**src/rtl/vts_pkg.sv**
```systemverilog
package vts_pkg;

  typedef enum logic [1:0] {
    VTS_OFF  = 2'd0,
    VTS_HOLD = 2'd1,
    VTS_RISE = 2'd2,
    VTS_FALL = 2'd3
  } vts_dir_e;

endpackage

```
**src/rtl/vts_target_mux.sv**
```systemverilog
module vts_target_mux #(
  parameter int CODE_W = 6
) (
  input  logic              sel_pin,
  input  logic [CODE_W-1:0] code_lo,
  input  logic [CODE_W-1:0] code_hi,
  output logic [CODE_W-1:0] target
);

  always_comb begin
    target = sel_pin ? code_hi : code_lo;
  end

endmodule

```
**src/rtl/vts_step_timer.sv**
```systemverilog
module vts_step_timer #(
  parameter int SLEW_W     = 3,
  parameter int BASE_TICKS = 8
) (
  input  logic              clk,
  input  logic              rst_n,
  input  logic              run,
  input  logic [SLEW_W-1:0] slew,
  output logic              step
);

  localparam int MAX_SHIFT = (1 << SLEW_W) - 1;
  localparam int MAX_LIM   = BASE_TICKS << MAX_SHIFT;
  localparam int CNT_W     = $clog2(MAX_LIM + 1);

  logic [CNT_W-1:0] cnt_q;
  logic [CNT_W-1:0] cnt_d;
  logic [CNT_W-1:0] limit;
  logic [CNT_W-1:0] last;

  // Interval for the selected rate; a shrink mid-ramp is caught by >=
  always_comb begin
    limit = CNT_W'(BASE_TICKS) << slew;
    last  = limit - CNT_W'(1);
    step  = run && (cnt_q >= last);
  end

  always_comb begin
    if (!run || step) begin
      cnt_d = '0;
    end else begin
      cnt_d = cnt_q + CNT_W'(1);
    end
  end

  always_ff @(posedge clk or negedge rst_n) begin
    if (!rst_n) begin
      cnt_q <= '0;
    end else begin
      cnt_q <= cnt_d;
    end
  end

endmodule

```
**src/rtl/vts_code_ctrl.sv**
```systemverilog
module vts_code_ctrl
  import vts_pkg::*;
#(
  parameter int CODE_W = 6
) (
  input  logic              clk,
  input  logic              rst_n,
  input  logic              en,
  input  logic [CODE_W-1:0] target,
  input  logic              step,
  input  logic              reached,
  output logic [CODE_W-1:0] code,
  output logic              inhibit,
  output logic              ramp_run
);

  vts_dir_e          dir;
  logic [CODE_W-1:0] code_q;
  logic [CODE_W-1:0] code_d;
  logic              code_en;
  logic              inh_q;
  logic              inh_d;

  always_comb begin
    if (!en) begin
      dir = VTS_OFF;
    end else if (target > code_q) begin
      dir = VTS_RISE;
    end else if (target < code_q) begin
      dir = VTS_FALL;
    end else begin
      dir = VTS_HOLD;
    end
  end

  always_comb begin
    code_d  = code_q;
    code_en = 1'b0;
    inh_d   = inh_q && !reached;
    unique case (dir)
      VTS_OFF: begin
        code_d  = target;
        code_en = 1'b1;
        inh_d   = 1'b0;
      end
      VTS_FALL: begin
        code_d  = target;
        code_en = 1'b1;
        inh_d   = 1'b1;
      end
      VTS_RISE: begin
        code_d  = code_q + CODE_W'(1);
        code_en = step;
      end
      default: begin
      end
    endcase
  end

  always_ff @(posedge clk or negedge rst_n) begin
    if (!rst_n) begin
      code_q <= '0;
      inh_q  <= 1'b0;
    end else begin
      if (code_en) begin
        code_q <= code_d;
      end
      inh_q <= inh_d;
    end
  end

  always_comb begin
    code     = code_q;
    inhibit  = inh_q;
    ramp_run = (dir == VTS_RISE);
  end

endmodule

```
**src/rtl/vout_target_seq.sv**
```systemverilog
module vout_target_seq #(
  parameter int CODE_W     = 6,
  parameter int SLEW_W     = 3,
  parameter int BASE_TICKS = 8
) (
  input  logic              clk,
  input  logic              rst_n,
  input  logic              en,
  input  logic              sel_pin,
  input  logic [CODE_W-1:0] code_lo,
  input  logic [CODE_W-1:0] code_hi,
  input  logic [SLEW_W-1:0] slew,
  input  logic              reached,
  output logic [CODE_W-1:0] code_out,
  output logic              sw_inhibit
);

  logic [CODE_W-1:0] target;
  logic              ramp_run;
  logic              step;

  vts_target_mux #(.CODE_W(CODE_W)) u_mux (
    .sel_pin (sel_pin),
    .code_lo (code_lo),
    .code_hi (code_hi),
    .target  (target)
  );

  vts_step_timer #(.SLEW_W(SLEW_W), .BASE_TICKS(BASE_TICKS)) u_timer (
    .clk   (clk),
    .rst_n (rst_n),
    .run   (ramp_run),
    .slew  (slew),
    .step  (step)
  );

  vts_code_ctrl #(.CODE_W(CODE_W)) u_ctrl (
    .clk      (clk),
    .rst_n    (rst_n),
    .en       (en),
    .target   (target),
    .step     (step),
    .reached  (reached),
    .code     (code_out),
    .inhibit  (sw_inhibit),
    .ramp_run (ramp_run)
  );

endmodule

```
**config.mk**
```make
export PLATFORM = sky130hd
export DESIGN_NAME = vout_target_seq
export DESIGN_NICKNAME = d
export VERILOG_FILES = /design/src/rtl/vts_pkg.sv /design/src/rtl/vts_target_mux.sv /design/src/rtl/vts_step_timer.sv /design/src/rtl/vts_code_ctrl.sv /design/src/rtl/vout_target_seq.sv
export SDC_FILE = /design/constraint.sdc
export NUM_CORES = 1
export LEC_CHECK = 0
export BUFFER_PORTS_ARGS = -buffer_cell sky130_fd_sc_hd__buf_2
export CORE_ASPECT_RATIO = 0.9
export CORE_MARGIN = 2
export CORE_UTILIZATION = 40
export CTS_CLUSTER_DIAMETER = 200
export DETAILED_ROUTE_END_ITERATION = 10
export PLACE_DENSITY = 0.58
export SETUP_SLACK_MARGIN = 0.1
export SLEW_MARGIN = 20
export SYNTH_ARGS = -nofsm -noshare
export SYNTH_HDL_FRONTEND = slang
export SYNTH_SLANG_ARGS = --single-unit
```
**constraint.sdc**
```tcl
create_clock -name clk -period 3.2 [get_ports clk]
set_input_delay 0.32 -clock clk [delete_from_list [all_inputs] [get_ports clk]]
set_output_delay 0.32 -clock clk [all_outputs]
set_load 0.01 [all_outputs]
```
---- After elaboration in Yosys (flattened, before gate mapping) ----
Index checks and enable logic that the tools add are counted.
word-level totals
  register bits after elaboration ......... 18
  input bits .............................. 20
  output and inout bits ................... 7
  logic and storage cells ................. 29
cells by class
  add/subtract/negate cells ............... 3
  $lt $le $gt $ge ......................... 3
  eq/ne operators ......................... 2
  shift operators ......................... 1
  muxes and demuxes ....................... 8
  reductions and logical operators ........ 9
operators with widths
  cell                   number
  $pmux 6 s2             1
  $add 11x1->11 const B  1
  $ge 11x11->1           1
  $mux 11                1
  $shl 4x3->11 const A   1
  $sub 11x1->11 const B  1
  $add 6x1->6 const B    1
  $gt 6x6->1             1
  $lt 6x6->1             1
  $mux 2                 3
  $mux 6                 1
  $eq 2x2->1 const B     2
  $pmux 1 s2             2
  $logic_and 1x1->1      2
  $logic_not 1->1        2
  $logic_not 2->1        1
  $reduce_and 2->1       1
  $reduce_bool 2->1      1
  $reduce_or 2->1        1
  $logic_or 1x1->1       1

---- Depth between registers and ports, before layout ----
Gate-level depths: netlist of the first run.
  depth after elaboration ................. 9
  depth in mapped cells ................... 10
  depth with buffers taken out ............ 8

---- By module ----
Synthesis of the first run repeated with hierarchy kept, for this count alone.
second synthesis, totals
  cell total of the unflattened synthesis .. 138
  area total of the unflattened synthesis .. 1383.8 µm²
modules (own cells, without submodules)
  module          times used  cells each  area each (µm²)  sequential area each (µm²)
  vts_step_timer  1           78          723.2            275.3
  vts_code_ctrl   1           53          559.3            175.2
  vts_target_mux  1           7           101.3            0.0

---- Worst setup path after synthesis of the first run ----
No wires, ideal clock.
  path kind ............................... input to register
  start ................................... in sel_pin
  end ..................................... reg u_ctrl.code_q[1], in the netlist u_ctrl.code[1]
  library setup time ...................... 0.125 ns
  data arrival time ....................... 2.484 ns
  setup slack ............................. 0.591 ns
  stages .................................. 9
  cell sequence ........................... clkbuf_1 -> mux2_2 -> ha_1 -> nand4_1 -> or2_1 -> and2_2 -> nor2_4 -> mux2_4 -> mux2_4
on the way
  cells in the longest elaborated chain, start to end .. 9
  elaborated cells between the ends (all ways) .. 15
  those cells by class .................... order compare: 2; eq/ne: 2; mux: 6; reduce/logical: 5
ends and longest elaborated chain
  element                                                         line                  source
  start, declared                                                 vout_target_seq.sv:9  input logic sel_pin,
  $mux 6 (*)                                                      vts_target_mux.sv:11  target = sel_pin ? code_hi : code_lo;
  $lt 6x6->1                                                      vts_code_ctrl.sv:29   end else if (target < code_q) begin
  $mux 2                                                          vts_code_ctrl.sv:29
  $mux 2                                                          vts_code_ctrl.sv:27   end else if (target > code_q) begin
  $mux 2                                                          vts_code_ctrl.sv:25   if (!en) begin
  $eq 2x2->1, or another cell as far along                        vts_code_ctrl.sv:40   unique case (dir)
  $reduce_or 2->1 (no line) or $logic_and 1x1->1 (tied branches)  --
  $pmux 1 s2 or $reduce_bool 2->1 (tied branches)                 --
  $reduce_and 2->1 (no line)                                      --
  end signal, assigned                                            vts_code_ctrl.sv:66   code_q <= code_d;
  end, declared                                                   vts_code_ctrl.sv:18   logic [CODE_W-1:0] code_q;
Mark *: on every way between the ends. The rest lies on a longest branch, timed or not.
A chain may end at the register's enable or synchronous reset.

---- Final worst setup path of the first run ----
Same ends and word-level chain as after synthesis.

==> flow_summary.json, run 1 <==
{
  "clk_latency_ps": 250,
  "worstMarginPinSlew_ps": 760.6,
  "rsz0062_at_grt": "false",
  "vias_per_cell": 5.093,
  "start_util_pct": 42.78,
  "reg2reg_to": "u_ctrl.code[1]",
  "syn_area_um2": 1343,
  "core_region_area_um2": 3138,
  "cts.repair.resized": 0,
  "row_count": 19,
  "fin_hold_ws_ps": -8.842,
  "grt.overflow.total": 0,
  "status": "complete, but fails checks",
  "layout-drive-gt1-share_pct": 24.86,
  "synth-seq-area-share_pct": 33.55,
  "drtIter0Drc": 58,
  "synth_warnings": 0,
  "io_buffers": 26,
  "cts.sinks": 18,
  "fin_area_um2": 1568,
  "die_w_um": 65.07,
  "clock.fmax_mhz": 413.7,
  "dr_total_vias": 1095,
  "setup_tns_ps": 0,
  "grt_max_degree": 19,
  "startpoint": "sel_pin",
  "dpl_cell_area_um2": 1513,
  "final_common_cell": "buf_2",
  "max_slew_margin_pct": 49.19,
  "violations": "negative hold slack",
  "synthToLayoutAreaGrowth_pct": 16.78,
  "ctsHtreeMaxLevel": 1,
  "final.period_utilization_pct": 75.54,
  "dieArea_um2": 3836,
  "finalHoldViolations": 18,
  "period_needed_ps": 2417,
  "setup_viol": 0,
  "cts_buffer_depth": 2,
  "r2r_setup_slack_ps": 870,
  "synthFlopType": "dfrtp_1",
  "grt_pass1_wl_um": 4974,
  "dp_hpwl_um": 2240,
  "synth_area_leaders": "dfrtp_1 34%, ha_1 15%, nor2_1 5.9%",
  "layout_common_cells": "26 x buf_2, 21 x nor2_1, 18 x dfrtp_1",
  "cp.arrival_ps": 2550,
  "path_clk_slew_ps": 70,
  "synth.largest_area_cell": "dfrtp_1",
  "crit_required_ps": 3340,
  "synth_top_cell_area_share_pct": 33.55,
  "n_antenna_cell": 0,
  "regToRegStartpoint": "u_ctrl.code[3]",
  "ys_seq_elements": 18,
  "drv_slew": 0,
  "ff2ff_path_depth": 8,
  "powerDensity_nw_per_um2": 454.3,
  "tritoncts": "built",
  "synth_cells": 146,
  "cts_hold_buffers": 0,
  "dr.pass1.iters": 4,
  "postCtsSetupBuffers": 0,
  "hp-class": "in2async",
  "synth_edf_count": 0,
  "gp_congestion": 0.9097,
  "worst_setup_path_end_kind": "flip-flop",
  "crit_path_start_kind": "input port",
  "drc": 0,
  "maxCapViolations": 0,
  "setup.worst_path.end": "u_ctrl.code[1]",
  "numCtsBuffers": 3,
  "ios": 27,
  "antenna_found_initial": 0,
  "syn-num-nets": 182,
  "clock-root-buffer": "clkbuf_8",
  "grt_pass1_vias": 1109,
  "nets": 210,
  "synthArstFlopShare_pct": 100.0,
  "cp_max_fo": 6,
  "ant_nets": 0,
  "synthDistinctLibCells": 36,
  "fp.dieH_um": 58.96,
  "peakVddDrop_mv": 0.1993,
  "p_leak_uw": 0.0007324,
  "routedWlPerCell_um": 12.85,
  "criticalPathCategory": "in2reg",
  "wirelength_um": 2762,
  "fin_skew_ps": 2.628,
  "synth.avg_cell_area_um2": 9.195,
  "gr-usage-all-layers_pct": 16.73
}
-- stage by stage --
stage | power [uW] | hold WS, ps | instances | util, % | setup WS, ps
2_1_floorplan | 452.1 | 24.41 | 146 | - | 591.2
3_3_place_gp | 532.0 | 272.2 | 211 | 48.21 | 615.8
3_5_place_dp | 534.9 | 286.9 | 211 | 48.21 | 534.8
4_1_cts | 720.8 | 10.16 | 215 | 49.96 | 786.1
5_1_grt | 769.4 | 18.79 | 215 | 49.96 | 643.4
6_report | 712.3 | -8.842 | 215 | 49.96 | 782.8
-- critical path: stages --
cell	delay (ps)
buf_2	160
mux2_2	370
ha_1	300
nand4_1	120
or2_1	300
and2_2	250
nor2_4	170
mux2_4	310
mux2_4	260
-- area by class of cell --
cell class | count | area (um^2)
Sequential cell | 18 | 450.4
Tap cell | 42 | 52.55
Inverter | 8 | 30.03
Fill cell | 327 | 1570
Multi-Input combinational cell | 117 | 849.6
Timing Repair Buffer | 26 | 130.1
Clock buffer | 4 | 55.05
-- sequential cells by signal, summed over array words and instances (netlist names) --
signal	count
u_timer.cnt_q	11
u_ctrl.code	6
u_ctrl.inhibit	1
-- how the worst min path moves through the flow --
stage,startpoint,end,slack [ps],depth (start not counted)
2_1_floorplan,rst_n,u_ctrl.code[0],20,0
3_3_place_gp,rst_n,u_timer.cnt_q[4],270,1
3_5_place_dp,rst_n,u_timer.cnt_q[2],290,1
4_1_cts,rst_n,u_timer.cnt_q[2],10,1
5_1_grt,rst_n,u_timer.cnt_q[2],20,1
6_report,rst_n,u_timer.cnt_q[4],-9,1
-- cell usage after synthesis (2+ instances only) --
cell	number
nand3_1	8
xor2_1	6
mux2_2	5
nor3_1	2
nor2_1	21
clkbuf_1	2
o21ai_0	7
inv_1	8
mux2_4	2
dfrtp_1	18
nor2b_1	2
a21oi_1	8
ha_1	16
nand2_1	11
or3_1	2
mux2i_1	3
xnor2_1	6
-- logic make-up (layout without fill, tap and decap cells) --
kind of cell	after synthesis	after routing	share of synthesized area [%]
flops	18	18	33.55
buf+inv	11	38	3.169
mux	10	10	8.667
compound gates	24	24	12.30
fa+ha+maj	16	16	14.91
simple gates	54	54	19.29
other cells	1	1	0.2793
xor+xnor	12	12	7.828
-- power by group --
group	leakage (uW)	internal (uW)	total, uW	switching (uW)
registers	0.000235	257	295	37.6
clock network	0.0000288	109	182	72.4
logic	0.000469	106	236	130
-- routing by layer --
metal,track usage [%],part of all wire [%],vias up,routed length [um]
li1,-,-,559,-
met1,23.14,49,515,1345
met2,27.39,47,19,1311
met3,4.015,3.3,2,91
met4,2.679,0.47,0,13
met5,0,0,-,0
Power figures use the tool's default switching activity.
==> run 2, diff against run 1 <==
--- a/config.mk
+++ b/config.mk
@@ -5,13 +5,14 @@
 export SDC_FILE = /design/constraint.sdc
 export NUM_CORES = 1
 export LEC_CHECK = 0
+export ABC_AREA = 1
 export BUFFER_PORTS_ARGS = -buffer_cell sky130_fd_sc_hd__buf_2
 export CORE_ASPECT_RATIO = 0.9
 export CORE_MARGIN = 2
 export CORE_UTILIZATION = 40
 export CTS_CLUSTER_DIAMETER = 200
 export DETAILED_ROUTE_END_ITERATION = 10
-export PLACE_DENSITY = 0.58
+export PLACE_DENSITY = 0.59
 export SETUP_SLACK_MARGIN = 0.1
 export SLEW_MARGIN = 20
 export SYNTH_ARGS = -nofsm -noshare
==> constraint.sdc (replaced) <==
create_clock -name clk -period 2.1 [get_ports clk]
set_input_delay 0.21 -clock clk [delete_from_list [all_inputs] [get_ports clk]]
set_output_delay 0.21 -clock clk [all_outputs]
set_load 0.01 [all_outputs]
==> run 2 against run 1 <==
The flow now finishes without violations. Setup slack lost 470 ps. Sequential share of layout area shrank 4.6 points. Clock-buffer cell count shrank 1. Cell area grew 19%. Global-route usage shrank 1.5 points. Synthesized area grew 19%. Cell count grew 33%. Die area grew 18%. Hold slack gained 210 ps. Critical path type is now reg2reg.
==> flow_summary.json, run 2 <==
{
  "synth.largest_area_cell": "dfrtp_1",
  "hp-class": "in2reg",
  "grt_max_degree": 19,
  "gp_congestion": 0.7951,
  "grt_pass1_wl_um": 5582,
  "routedWlPerCell_um": 10.66,
  "regToRegStartpoint": "u_ctrl.code[5]",
  "status": "finished, final reports clean",
  "yosysMostFrequentCell": "nand2_1",
  "ctsHtreeMaxLevel": 1,
  "synth_top_family_by_area": "simple AND/OR/NAND/NOR gates",
  "clock-root-buffer": "clkbuf_8",
  "synth_edf_count": 0,
  "synthFlopType": "dfrtp_1",
  "syn-num-nets": 239,
  "start_util_pct": 42.33,
  "fp.dieH_um": 64.03,
  "ant_nets": 0,
  "drv_slew": 0,
  "ys_seq_elements": 18,
  "clk_latency_ps": 250,
  "cts_buffer_depth": 2,
  "worst_setup_path_end_kind": "flip-flop",
  "synth-compound-area-share_pct": 3.984,
  "dp_hpwl_um": 2610,
  "finalHoldViolations": 0,
  "synthAdderAreaFrac_pct": 12.50,
  "drc": 0,
  "criticalPathCategory": "reg2reg",
  "io_buffers": 26,
  "dieArea_um2": 4527,
  "layout_common_cells": "61 x nand2_1, 27 x inv_1, 26 x buf_2",
  "synth.avg_cell_area_um2": 7.889,
  "syn_area_um2": 1602,
  "final_common_cell": "nand2_1",
  "cp_max_fo": 11,
  "fin_area_um2": 1868,
  "largest-register": "u_timer.cnt_q",
  "peakVddDrop_mv": 0.4916,
  "grt.overflow.total": 0,
  "multi_input_area_um2": 1010,
  "dpl_cell_area_um2": 1817,
  "p_leak_uw": 0.0009537,
  "dr.pass1.iters": 4,
  "rsz0062_at_grt": "false",
  "synth_cells": 203,
  "dr_total_vias": 1333,
  "cts.sinks": 18,
  "synth-xor-area-share_pct": 4.922,
  "numCtsBuffers": 3,
  "synthToLayoutAreaGrowth_pct": 16.64,
  "hold_path.startpoint": "reached",
  "path_clk_slew_ps": 60,
  "vias_per_cell": 4.677,
  "fill_cells": 385,
  "wirelength_um": 3039,
  "powerDensity_nw_per_um2": 919.3,
  "tritoncts": "built",
  "row_count": 21,
  "synth_warnings": 0,
  "synth-seq-area-share_pct": 28.13,
  "ff2ff_path_depth": 7,
  "startpoint": "u_ctrl.code[5]",
  "drtIter0Drc": 41,
  "maxCapViolations": 0,
  "synth-simple-area-share_pct": 36.88,
  "cp.arrival_ps": 1920,
  "synth_commonest_cells": "61 x nand2_1, 27 x inv_1, 18 x dfrtp_1",
  "grt_pass1_vias": 1226,
  "ios": 27,
  "clock.fmax_mhz": 558.6,
  "setup_tns_ps": 0,
  "period_needed_ps": 1790,
  "seq_area_um2": 450.4,
  "gr-usage-all-layers_pct": 15.26,
  "n_antenna_cell": 0,
  "setup_viol": 0,
  "synth_area_leaders": "dfrtp_1 28%, nand2_1 14%, ha_1 13%",
  "fin_skew_ps": 3.612,
  "nets": 277,
  "r2r_setup_slack_ps": 310,
  "holdPathStages": 4,
  "largest_register_ffs": 11,
  "die_w_um": 70.70,
  "antenna_found_initial": 0,
  "layout-drive-gt1-share_pct": 25.94,
  "synth_top_cell_area_share_pct": 28.13,
  "crit_required_ps": 2230,
  "postCtsSetupBuffers": 0,
  "crit_path_start_kind": "flip-flop",
  "core_region_area_um2": 3784,
  "synthDistinctLibCells": 24,
  "final.period_utilization_pct": 85.24,
  "synthArstFlopShare_pct": 100.0,
  "synth_mux_area_share_pct": 3.516
}
run 2: metal layers:
layer	global-route usage, %	vias to the layer above	wire, um	part of all wire, %
met5	0	-	0	0
met4	4.245	0	30	0.99
met3	2.839	4	125	4.1
met2	21.38	18	1217	40
met1	23.65	585	1666	55
li1	-	726	-	-
run 2: power by group:
group	leakage, uW	internal [uW]	total, uW	switching [uW]
clock network	0.0000216	127	231	104
logic	0.000694	403	994	591
registers	0.000238	427	492	65.2
run 2: area by class of cell:
cell class / instances / area share, %
clock buffer: 3 / 2.210
inverter: 27 / 5.425
multi-input combinational: 155 / 54.05
sequential: 18 / 24.11
tap: 46 / 3.081
timing repair buffer: 36 / 11.12
run 2: logic make-up (layout without fill, tap and decap cells):
kind of cell	count (synthesis)	count (layout)
compound gates	12	12
xor+xnor	9	9
fa+ha+maj	16	16
buf+inv	30	66
flops	18	18
mux	5	5
other cells	1	1
simple gates	112	112
run 2: final timing paths:
path / to
min in group asynchronous: u_timer.cnt_q[5]
max in group asynchronous: u_timer.cnt_q[1]
worst min register to register: u_timer.cnt_q[0]
worst max register to register: u_timer.cnt_q[10]
worst min-delay path: u_ctrl.inhibit
worst max-delay path: u_timer.cnt_q[10]
run 2: through the flow:
| stage | power [uW] | std cells | util, % | setup slack, ps | hold slack, ps |
|---|---|---|---|---|---|
| 2_1_floorplan | 1196 | 203 | - | 100.4 | -85.59 |
| 4_1_cts | 1741 | 285 | 49.37 | 273.9 | 209.1 |
| 6_report | 1717 | 285 | 49.37 | 309.9 | 203.7 |
| 3_3_place_gp | 1503 | 281 | 48.02 | 95.31 | 163.9 |
| 5_1_grt | 1895 | 285 | 49.37 | 184.5 | 210.0 |
| 3_5_place_dp | 1498 | 281 | 48.02 | 59.10 | 160.2 |
run 2: repair_timing:
action                     in CTS  in global routing
hold buffers                    1                  0
gates resized for setup         0                  0
setup endpoints to repair       0                  0
hold endpoints to repair       18                  0
run 2: critical path, stage by stage, from the launching register on:
cell and delay (ps):
dfrtp_1 410, inv_1 130, ha_4 220, a21oi_1 330, nand3_4 120, nand3_4 70
or2_4 320, nor2_1 70
==> run 3, diff against run 2 <==
--- a/config.mk
+++ b/config.mk
@@ -7,12 +7,14 @@
 export LEC_CHECK = 0
 export ABC_AREA = 1
 export BUFFER_PORTS_ARGS = -buffer_cell sky130_fd_sc_hd__buf_2
+export CELL_PAD_IN_SITES_DETAIL_PLACEMENT = 0
+export CELL_PAD_IN_SITES_GLOBAL_PLACEMENT = 2
 export CORE_ASPECT_RATIO = 0.9
 export CORE_MARGIN = 2
-export CORE_UTILIZATION = 40
+export CORE_UTILIZATION = 29
 export CTS_CLUSTER_DIAMETER = 200
 export DETAILED_ROUTE_END_ITERATION = 10
-export PLACE_DENSITY = 0.59
+export PLACE_DENSITY = 0.78
 export SETUP_SLACK_MARGIN = 0.1
 export SLEW_MARGIN = 20
 export SYNTH_ARGS = -nofsm -noshare
==> run 3 against run 2 <==
Hold slack improved by 2.8 ps. Via count up 1.6%. Routed wire length grew 10%. Core utilization shrank 14 points. Fmax is 2.5% lower. Largest cell class unchanged. Register-to-register slack worse by 50 ps. Non-clock buffer count shrank 2.
==> flow_summary.json, run 3 (synthesis results as in run 2) <==
{
  "dieArea_um2": 6134,
  "dp_hpwl_um": 2805,
  "synthToLayoutAreaGrowth_pct": 18.20,
  "final_common_cell": "nand2_1",
  "startpoint": "u_ctrl.code[3]",
  "criticalPathCategory": "reg2reg",
  "maxCapViolations": 0,
  "p_leak_uw": 0.0009519,
  "core_region_area_um2": 5286,
  "row_count": 25,
  "peakVddDrop_mv": 0.3686,
  "status": "finished, final reports clean",
  "dpl_cell_area_um2": 1828,
  "largest_register_ffs": 11,
  "layout.cells.non_filler": 305,
  "dp_slack_ps": 44.33,
  "numCtsBuffers": 3,
  "grt_pass1_vias": 1193,
  "grt_pass1_wl_um": 5561,
  "wirelength_um": 3353,
  "fill_cells": 579,
  "grt.overflow.total": 0,
  "finalHoldViolations": 0,
  "ios": 27,
  "period_needed_ps": 1837,
  "io_buffers": 26,
  "cp_max_fo": 11,
  "worst_setup_path_end_kind": "flip-flop",
  "layout-drive-gt1-share_pct": 25.63,
  "cp.arrival_ps": 2020,
  "drtIter0Drc": 63,
  "crit_path_start_kind": "flip-flop",
  "drc": 0,
  "ctsHtreeMaxLevel": 1,
  "dr.pass1.iters": 4,
  "hp-class": "in2reg",
  "crit_path_cell_trace": "inv_1 > ha_1 > nand2_1 > nor2_4 > nand2_2 > nand3_4 > nand3_4 > or2_4 > nor2_1",
  "setup_tns_ps": 0,
  "fin_area_um2": 1893,
  "slowest_delay_ps": 440,
  "clock-root-buffer": "clkbuf_8",
  "final_core_util_pct": 35.81,
  "powerDensity_nw_per_um2": 926.0,
  "final.period_utilization_pct": 87.45,
  "crit_slowest_cell": "dfrtp_1",
  "gp_congestion": 0.7719,
  "tritoncts": "built",
  "setup_viol": 0,
  "dr_total_vias": 1354,
  "routedWlPerCell_um": 10.99,
  "clk_latency_ps": 250,
  "fp.dieH_um": 74.50,
  "postCtsSetupBuffers": 0,
  "vias_per_cell": 4.439,
  "path_clk_slew_ps": 70,
  "placedCellCount": 300,
  "start_util_pct": 30.30,
  "fin_skew_ps": 1.159,
  "finalWorstSetupSlack_ps": 263.5,
  "ant_nets": 0,
  "regToRegStartpoint": "u_ctrl.code[3]",
  "cts_buffer_depth": 2,
  "antenna_found_initial": 0,
  "cts.sinks": 18,
  "largest-register": "u_timer.cnt_q",
  "gr-usage-all-layers_pct": 11.65,
  "clock.fmax_mhz": 544.5,
  "grt_max_degree": 19,
  "die_w_um": 82.34,
  "hold_path.startpoint": "reached",
  "nets": 275,
  "cpMostUsedCell": "nand3_4",
  "crit_required_ps": 2280,
  "rsz0062_at_grt": "false",
  "drv_slew": 0,
  "layout_common_cells": "61 x nand2_1, 27 x inv_1, 26 x buf_2",
  "n_antenna_cell": 0
}
==> run 3: cell count changes in the layout (fill, tap and decap cells not counted), sizes merged <==
cell | previous run | this run
buf | 35 | 33
clkbuf | 3 | 4
==> run 3: per-layer routing <==
metal | GRT usage, % | up-vias | part of all wire, %
met5 | 0 | - | 0
met2 | 17.11 | 18 | 42
met3 | 1.456 | 2 | 3.0
li1 | - | 725 | -
met1 | 17.73 | 609 | 54
met4 | 3.333 | 0 | 0.57
==> run 3: stage by stage <==
step / power, uW / hold slack, ps
floorplan: 1196 / -85.59
global placement: 1499 / 172.5
detailed placement: 1495 / 172.3
CTS: 1790 / 206.7
global route: 1923 / 216.5
finish: 1753 / 206.4
==> run 3: timing repair <==
item	in CTS	in global routing
hold buffers	1	0
gates resized for setup	0	0
hold endpoints to repair	18	0
==> run 3: worst max-delay path: cells and delay by family (launching register included) <==
kind	cells	cell delay, ps
and+or+nand+nor	7	900
buffers and inverters	1	110
DFF	1	440
adders and majority gates	1	310
==> run 3: worst paths after layout <==
kind | cells after the start | slack (ps) | endpoint
worst min-delay path | 4 | 210 | u_ctrl.inhibit
min in group asynchronous | 2 | 420 | u_timer.cnt_q[4]
worst min register to register | 1 | 520 | u_timer.cnt_q[0]
worst max register to register | 9 | 260 | u_timer.cnt_q[10]
worst max-delay path | 9 | 260 | u_timer.cnt_q[10]
max in group asynchronous | 2 | 1390 | u_timer.cnt_q[6]
==> run 3: layout make-up <==
type / instances / area [um^2] / share of cell area (%)
Multi-Input combinational cell: 155 / 1010 / 53.34
Inverter: 27 / 101.3 / 5.354
Sequential cell: 18 / 450.4 / 23.79
Tap cell: 67 / 83.83 / 4.428
Clock buffer: 4 / 55.05 / 2.908
Timing Repair Buffer: 34 / 192.7 / 10.18
==> run 3: where the power goes <==
group	internal, uW	switching [uW]	total (uW)
clock	166	115	282
sequential	427	75.7	502
combinational	388	581	969
